**src/rtl/bwr_pkg.sv**
```systemverilog
package bwr_pkg;

    typedef enum logic [3:0] {
        ST_SYNC_LO,
        ST_SYNC_HI,
        ST_CMD_A,
        ST_CMD_B,
        ST_ADDR,
        ST_LEN,
        ST_DATA,
        ST_DCHK,
        ST_COMMIT,
        ST_REPLY
    } bwr_state_e;

    typedef enum logic [2:0] {
        RP_NONE,
        RP_ACK,
        RP_NACK,
        RP_SYNC,
        RP_GO
    } bwr_reply_e;

    localparam logic [7:0] BYTE_ACK  = 8'h79;
    localparam logic [7:0] BYTE_NACK = 8'h1F;
    localparam logic [7:0] BYTE_FIN  = 8'h51;
    localparam logic [7:0] SYNC_LO_B = 8'h00;
    localparam logic [7:0] SYNC_HI_B = 8'hFF;
    localparam logic [7:0] WR_OP     = 8'h31;
    localparam logic [7:0] WR_OP_N   = 8'hCE;
    localparam logic [7:0] GO_OP     = 8'h21;
    localparam logic [7:0] GO_OP_N   = 8'hDE;

endpackage

```
**src/rtl/bwr_chunk_store.sv**
```systemverilog
module bwr_chunk_store #(
    parameter int DEPTH = 128,
    localparam int IW = (DEPTH > 1) ? $clog2(DEPTH) : 1
) (
    input  logic          clk,
    input  logic          wr_en,
    input  logic [IW-1:0] wr_idx,
    input  logic [7:0]    wr_byte,
    input  logic [IW-1:0] rd_idx,
    output logic [7:0]    rd_byte
);

    logic [7:0] cells [DEPTH];

    always_ff @(posedge clk) begin
        if (wr_en) begin
            cells[wr_idx] <= wr_byte;
        end
    end

    assign rd_byte = cells[rd_idx];

endmodule

```
**src/rtl/bwr_reply_queue.sv**
```systemverilog
module bwr_reply_queue #(
    parameter int DEPTH = 8,
    localparam int W  = DEPTH * 8,
    localparam int CW = $clog2(DEPTH + 1)
) (
    input  logic          clk,
    input  logic          rst_n,
    input  logic          load,
    input  logic [W-1:0]  load_bytes,
    input  logic [CW-1:0] load_cnt,
    input  logic          pop,
    output logic [7:0]    head,
    output logic          last
);

    logic [W-1:0]  shreg;
    logic [CW-1:0] left;

    always_ff @(posedge clk) begin
        if (!rst_n) begin
            shreg <= '0;
            left  <= '0;
        end else if (load) begin
            shreg <= load_bytes;
            left  <= load_cnt;
        end else if (pop && left != '0) begin
            shreg <= shreg << 8;
            left  <= left - 1'b1;
        end
    end

    assign head = shreg[W-1 -: 8];
    assign last = (left == CW'(1));

endmodule

```
**src/rtl/boot_write_responder.sv**
```systemverilog
module boot_write_responder
    import bwr_pkg::*;
#(
    parameter int                         MAX_CHUNK  = 128,
    parameter int                         INFO_BYTES = 7,
    parameter logic [INFO_BYTES*8-1:0]    INFO_WORD  = 56'h42_10_00_00_5A_A5_3C
) (
    input  logic        clk,
    input  logic        rst_n,
    input  logic        rx_valid,
    input  logic [7:0]  rx_data,
    output logic        rx_ready,
    input  logic        tx_poll,
    output logic [7:0]  tx_data,
    output logic        mem_we,
    output logic [31:0] mem_addr,
    output logic [7:0]  mem_wdata
);

    localparam int         IDX_W    = (MAX_CHUNK > 1) ? $clog2(MAX_CHUNK) : 1;
    localparam int         RQ_DEPTH = INFO_BYTES + 1;
    localparam int         RQ_W     = RQ_DEPTH * 8;
    localparam int         RQ_CW    = $clog2(RQ_DEPTH + 1);
    localparam logic [7:0] MAX_LEN8 = 8'(MAX_CHUNK);

    bwr_state_e state_q, state_d, ret_q, ret_d;
    bwr_reply_e rp_sel;

    logic [7:0]  op_q, addr_cks, len_q, idx_q, data_cks;
    logic [31:0] addr_q;
    logic [2:0]  fld_cnt;
    logic        take, pop, rq_last, rq_load;
    logic [7:0]  rq_head, buf_byte;
    logic [RQ_W-1:0]  rq_bytes;
    logic [RQ_CW-1:0] rq_cnt;

    assign take = rx_valid && rx_ready;
    assign pop  = tx_poll && (state_q == ST_REPLY);

    // next-state and reply selection
    always_comb begin
        state_d = state_q;
        ret_d   = ret_q;
        rp_sel  = RP_NONE;
        unique case (state_q)
            ST_SYNC_LO: if (take && rx_data == SYNC_LO_B) state_d = ST_SYNC_HI;
            ST_SYNC_HI: if (take) begin
                if (rx_data == SYNC_HI_B) begin
                    rp_sel = RP_SYNC; ret_d = ST_CMD_A;
                end else begin
                    rp_sel = RP_NACK; ret_d = ST_SYNC_LO;
                end
            end
            ST_CMD_A:   if (take) state_d = ST_CMD_B;
            ST_CMD_B:   if (take) begin
                if (op_q == WR_OP && rx_data == WR_OP_N) begin
                    rp_sel = RP_ACK; ret_d = ST_ADDR;
                end else if (op_q == GO_OP && rx_data == GO_OP_N) begin
                    rp_sel = RP_GO; ret_d = ST_SYNC_LO;
                end else begin
                    rp_sel = RP_NACK; ret_d = ST_CMD_A;
                end
            end
            ST_ADDR:    if (take && fld_cnt == 3'd4) begin
                rp_sel = (rx_data == addr_cks) ? RP_ACK : RP_NACK;
                ret_d  = (rx_data == addr_cks) ? ST_LEN : ST_CMD_A;
            end
            ST_LEN:     if (take) begin
                if (rx_data != 8'h00 && rx_data <= MAX_LEN8) begin
                    rp_sel = RP_ACK; ret_d = ST_DATA;
                end else begin
                    rp_sel = RP_NACK; ret_d = ST_CMD_A;
                end
            end
            ST_DATA:    if (take && idx_q == len_q - 8'd1) state_d = ST_DCHK;
            ST_DCHK:    if (take) begin
                if (rx_data == data_cks) begin
                    state_d = ST_COMMIT;
                end else begin
                    rp_sel = RP_NACK; ret_d = ST_CMD_A;
                end
            end
            ST_COMMIT:  if (idx_q == len_q - 8'd1) begin
                rp_sel = RP_ACK; ret_d = ST_CMD_A;
            end
            ST_REPLY:   if (pop && rq_last) state_d = ret_q;
            default:    state_d = ST_SYNC_LO;
        endcase
        if (rp_sel != RP_NONE) state_d = ST_REPLY;
    end

    // reply contents
    always_comb begin
        rq_load  = (rp_sel != RP_NONE);
        rq_bytes = '0;
        rq_cnt   = RQ_CW'(1);
        unique case (rp_sel)
            RP_ACK:  rq_bytes[RQ_W-1 -: 8]  = BYTE_ACK;
            RP_NACK: rq_bytes[RQ_W-1 -: 8]  = BYTE_NACK;
            RP_SYNC: begin
                rq_bytes = {BYTE_ACK, INFO_WORD};
                rq_cnt   = RQ_CW'(RQ_DEPTH);
            end
            RP_GO:   begin
                rq_bytes[RQ_W-1 -: 16] = {BYTE_ACK, BYTE_FIN};
                rq_cnt   = RQ_CW'(2);
            end
            default: rq_cnt = '0;
        endcase
    end

    // state register
    always_ff @(posedge clk) begin
        if (!rst_n) begin
            state_q <= ST_SYNC_LO;
            ret_q   <= ST_SYNC_LO;
        end else begin
            state_q <= state_d;
            ret_q   <= ret_d;
        end
    end

    // field capture
    always_ff @(posedge clk) begin
        if (!rst_n) begin
            op_q     <= '0;
            addr_q   <= '0;
            addr_cks <= '0;
            fld_cnt  <= '0;
            len_q    <= '0;
            idx_q    <= '0;
            data_cks <= '0;
        end else begin
            if (state_q == ST_CMD_A && take) op_q <= rx_data;
            if (state_q == ST_CMD_B && take) begin
                fld_cnt  <= '0;
                addr_cks <= '0;
            end
            if (state_q == ST_ADDR && take && fld_cnt != 3'd4) begin
                addr_q   <= {addr_q[23:0], rx_data};
                addr_cks <= addr_cks ^ rx_data;
                fld_cnt  <= fld_cnt + 3'd1;
            end
            if (state_q == ST_LEN && take) begin
                len_q    <= rx_data;
                data_cks <= rx_data;
                idx_q    <= '0;
            end
            if (state_q == ST_DATA && take) begin
                data_cks <= data_cks ^ rx_data;
                idx_q    <= idx_q + 8'd1;
            end
            if (state_q == ST_DCHK && take) idx_q <= '0;
            if (state_q == ST_COMMIT)       idx_q <= idx_q + 8'd1;
        end
    end

    // outputs
    always_comb begin
        rx_ready  = (state_q != ST_REPLY) && (state_q != ST_COMMIT);
        tx_data   = (state_q == ST_REPLY) ? rq_head : 8'h00;
        mem_we    = (state_q == ST_COMMIT);
        mem_addr  = addr_q + {24'b0, idx_q};
        mem_wdata = buf_byte;
    end

    bwr_chunk_store #(.DEPTH(MAX_CHUNK)) u_store (
        .clk     (clk),
        .wr_en   (state_q == ST_DATA && take),
        .wr_idx  (idx_q[IDX_W-1:0]),
        .wr_byte (rx_data),
        .rd_idx  (idx_q[IDX_W-1:0]),
        .rd_byte (buf_byte)
    );

    bwr_reply_queue #(.DEPTH(RQ_DEPTH)) u_reply (
        .clk        (clk),
        .rst_n      (rst_n),
        .load       (rq_load),
        .load_bytes (rq_bytes),
        .load_cnt   (rq_cnt),
        .pop        (pop),
        .head       (rq_head),
        .last       (rq_last)
    );

endmodule

```
**config.mk**
```make
export PLATFORM = sky130hd
export DESIGN_NAME = boot_write_responder
export DESIGN_NICKNAME = d
export VERILOG_FILES = /design/src/rtl/bwr_pkg.sv /design/src/rtl/bwr_chunk_store.sv /design/src/rtl/bwr_reply_queue.sv /design/src/rtl/boot_write_responder.sv
export SDC_FILE = /design/constraint.sdc
export NUM_CORES = 1
export LEC_CHECK = 0
export BUFFER_PORTS_ARGS = -buffer_cell sky130_fd_sc_hd__clkbuf_2
export CORE_MARGIN = 2
export CORE_UTILIZATION = 55
export CTS_CLUSTER_DIAMETER = 80
export CTS_CLUSTER_SIZE = 30
export DETAILED_ROUTE_END_ITERATION = 6
export PLACE_DENSITY = 0.75
export SYNTH_ARGS = -nofsm -noshare
export SYNTH_HDL_FRONTEND = slang
export SYNTH_HIERARCHICAL = 1
export SYNTH_SLANG_ARGS = --single-unit
```
**constraint.sdc**
```tcl
create_clock -name clk -period 6.1 [get_ports clk]
set_input_delay 0 -clock clk [delete_from_list [all_inputs] [get_ports clk]]
set_output_delay 0 -clock clk [all_outputs]
set_load 0.03 [all_outputs]
```
==> results.cfg <==
[yosys]
netlist_area_um2 = 47600
async_set_or_reset_flop_fraction_in_the_synthesized_netlist_pct = 0
synth_cell_types = 74
synthesis.area_per_instance_um2 = 17.7
yosysWarningCount = 6
ys_dominant_reg_cell = sky130_fd_sc_hd__edfxtp_1
synth-seq-cells = 1174
cell_with_the_most_instances_after_synthesis = sky130_fd_sc_hd__edfxtp_1
post-synth-top-area-cell = sky130_fd_sc_hd__edfxtp_1
seq_area_frac_synth_pct = 70.8
synth-edff-count = 1024
netlist.area_leader.share_pct = 64.5
netlist_top_cells_count = 1,024 x sky130_fd_sc_hd__edfxtp_1, 336 x sky130_fd_sc_hd__mux4_2, 200 x sky130_fd_sc_hd__nor2_1
syn_inst = 2693
synth.top_cells.by_area = sky130_fd_sc_hd__edfxtp_1 65%, sky130_fd_sc_hd__mux4_2 16%, sky130_fd_sc_hd__dfxtp_1 6.3%

[placed_design]
placement.io_buffers = 61
placedCellCount = 3792
finalWeightedCongestion = 0.834
place_hpwl_um = 64800

[drt]
wl_per_cell_um = 27.4
drtPass1Iterations = 7
drt_drc_violations_left = 1
drt_iter0_markers = 2647
wirelength_um = 106000
num_vias = 25200
route.antenna.remaining_nets = 0
drt_via_density = 6.49

[die]
num_rows = 107
design.die.area_um2 = 89000
core_area_um2 = 85500
die_x_um = 298
die_height_um = 298
floorplan.initialDensity_pct = 55.7
ioPinCount = 62

[sta]
final-setup-viol-count = 0
slew_viol_final = 0
relSlewSlack_pct = 14.9
rsz0062_at_grt = false
tightestPinTransition_ns = 1.27
period_minus_slack_ns = 4.66
hold_viol = 0
fin_worst_skew_ns = 0.0330
layout_worst_path_cycle_share_pct = 76.4
setup_total_negative_slack_ns = 0
achievable-frequency_ghz = 0.215

[final_layout]
antenna-diode-count = 0
final.fill_count = 6040
layout.cells.non_filler = 3879
nets = 2736
share_of_cells_above_drive_strength_1_pct = 19.6
relative_area_change_from_synthesis_to_final_layout_pct = 6.44

[clock_tree]
clock_tree_from_tritoncts = yes
clock_sinks = 1174
post-cts-setup-buffer-count = 0
number_of_levels_the_h_tree_was_split_into = 2
clock_insertion_delay_worst_skew_ns = 0.65
postCtsResizedCells = 0
clk_pin_slew_ns = 0.11
clock_tree.buffer_depth = 3
cts_root_buffer = sky130_fd_sc_hd__clkbuf_16
tritoncts.num_buffers = 49

[power_and_ir_drop]
p_leak_nw = 15.2
design_internal_power_w = 0.0105
switching_power_w = 0.00278
switching_share_pct = 20.9
sequentialPowerShare_pct = 65.7
power.clock.fraction_pct = 30.4
combinationalPowerShare_pct = 3.9
worst_ir_drop_vdd_mv = 0.220
powerDensity_nw_per_um2 = 263

[global_routing]
grt.overflow.total = 0
number_of_antenna_violations_at_the_first_check_in_global_routing = 3
grt_pass1_wl_um = 160000
grt_start_max_net_pins = 138
globalRouteTotalUtil_pct = 23.9
grt_pass1_vias = 25000

[hold_path]
timing.hold.worst_endpoint = u_reply/left[1]
holdCritPathClass = in -> reg
worst_hold_startpoint = tx_poll
holdPathStages = 5

[job]
maxCapViolCount = 0

[worst_setup_path]
crit_type = reg -> out
r2r_setup_slack_ns = 1.72
endpoint_kind = output pin
rr_worst_depth = 11
critical_path_launch_point_type = flip-flop
cp.arrival_ns = 4.66
critical_path.reg2reg.startpoint = state_q[0]
crit_required_ns = 6.10
r2r-end = u_reply/shreg[23]
path_max_fanout = 108

[outcome]
violated_checks = DRC
status = finished, violations left
## registers in the layout (all words and copies together), names as in the netlist
name and cells:
data_cks 8, fld_cnt 3, op_q 8, ret_q 3, idx_q 8, state_q 4, addr_cks 8, u_reply/left 4
len_q 8, u_reply/shreg 64, addr_q 32, u_store/cells 1024
## per-layer routing
| metal | part of all wire (%) | GRT usage [%] |
|---|---|---|
| met5 | 0 | 0 |
| met4 | 2.8 | 6.35 |
| met3 | 7.8 | 3.03 |
| met1 | 39 | 34.0 |
| met2 | 50 | 39.7 |
## metrics by stage
step | utilization, % | power (W) | instance area [µm²] | setup slack, ns | hold WS (ns)
6_report | 59.3 | 0.0133 | 50700 | 1.44 | 0.237
2_1_floorplan | - | 0.00925 | 47800 | 2.89 | 0.0989
3_3_place_gp | 57.4 | 0.00943 | 49100 | 1.96 | 0.454
5_1_grt | 59.3 | 0.0137 | 50700 | 1.18 | 0.259
3_5_place_dp | 57.4 | 0.00945 | 49100 | 1.74 | 0.454
4_1_cts | 59.3 | 0.0134 | 50700 | 1.36 | 0.148
## final cells by class
class                   instances  area [µm²]  area share [%]
inverters                      25        93.8           0.185
multi-input cells            1348       13100            25.9
clock inverters                18         210           0.415
repair buffers                111         788            1.55
well taps                    1144        1430            2.82
flip-flops and latches       1174       33800            66.6
clock buffers                  59        1310            2.58
## placed cells by master (no fill, tap or decap), drive strengths merged, types with 4 or more instances in the layout
cell / synthesis / layout
edfxtp: 1024 / 1024
mux4: 336 / 336
nor2: 200 / 200
dfxtp: 150 / 150
nand2: 146 / 146
o21ai: 133 / 133
clkbuf: 108 / 112
nand3: 85 / 85
a21oi: 60 / 60
a31oi: 59 / 59
buf: 78 / 48
conb: 1 / 41
xor2: 36 / 36
inv: 24 / 35
xnor2: 25 / 25
nor3: 22 / 22
nor2b: 20 / 20
and3: 20 / 20
ha: 14 / 14
nand4: 13 / 13
o211ai: 12 / 12
dlygate4sd3: 0 / 10
o21a: 9 / 9
a21boi: 9 / 9
mux2: 9 / 9
mux2i: 8 / 8
a32oi: 7 / 7
nor3b: 7 / 7
nand2b: 6 / 6
nor4: 6 / 6
a211oi: 6 / 6
or3: 6 / 6
clkinv: 1 / 5
o31ai: 4 / 4
o22ai: 4 / 4
nor4b: 4 / 4
## critical path, stage by stage, from the launching register on
cell,delay [ns]
sky130_fd_sc_hd__dfxtp_4,0.95
sky130_fd_sc_hd__buf_12,0.68
sky130_fd_sc_hd__mux4_2,0.65
sky130_fd_sc_hd__mux4_2,0.55
sky130_fd_sc_hd__mux4_2,0.48
sky130_fd_sc_hd__mux2_2,0.33
sky130_fd_sc_hd__clkbuf_2,0.20
## how the worst max path moves through the flow
stage	from	end	slack [ns]
after floorplan	op_q[1]	u_reply/shreg[10]	2.89
after detailed placement	rx_data[7]	u_reply/shreg[23]	1.74
after global routing	state_q[0]	u_reply/shreg[23]	1.18
final	idx_q[0]	mem_wdata[6]	1.44
after global placement	rx_data[7]	u_reply/left[3]	1.96
after CTS	idx_q[0]	mem_wdata[1]	1.36
## cells by family after synthesis
kind of cell    after synthesis  share of synthesized area [%]
fa+ha+maj                    16                          0.431
simple gates                557                           5.42
compound gates              320                           3.92
flops                      1174                           70.8
xor+xnor                     61                           1.12
mux                         353                           16.3
buf+inv                     211                           1.98
other cells                   1                        0.00787
## power by group through the flow
stage	clock network [W]	registers [W]	logic (W)
after floorplan	0	0.00892	0.000328
after global placement	0	0.00894	0.000492
after detailed placement	0	0.00894	0.000513
after CTS	0.00412	0.00876	0.000519
after global routing	0.00435	0.00876	0.000558
final	0.00406	0.00876	0.000515
## what timing repair did
| action | CTS | global route |
|---|---|---|
| hold buffers | 10 | 0 |
| setup endpoints to repair | 0 | 0 |
| hold endpoints to repair | 262 | 0 |
Power figures use the tool's default switching activity.
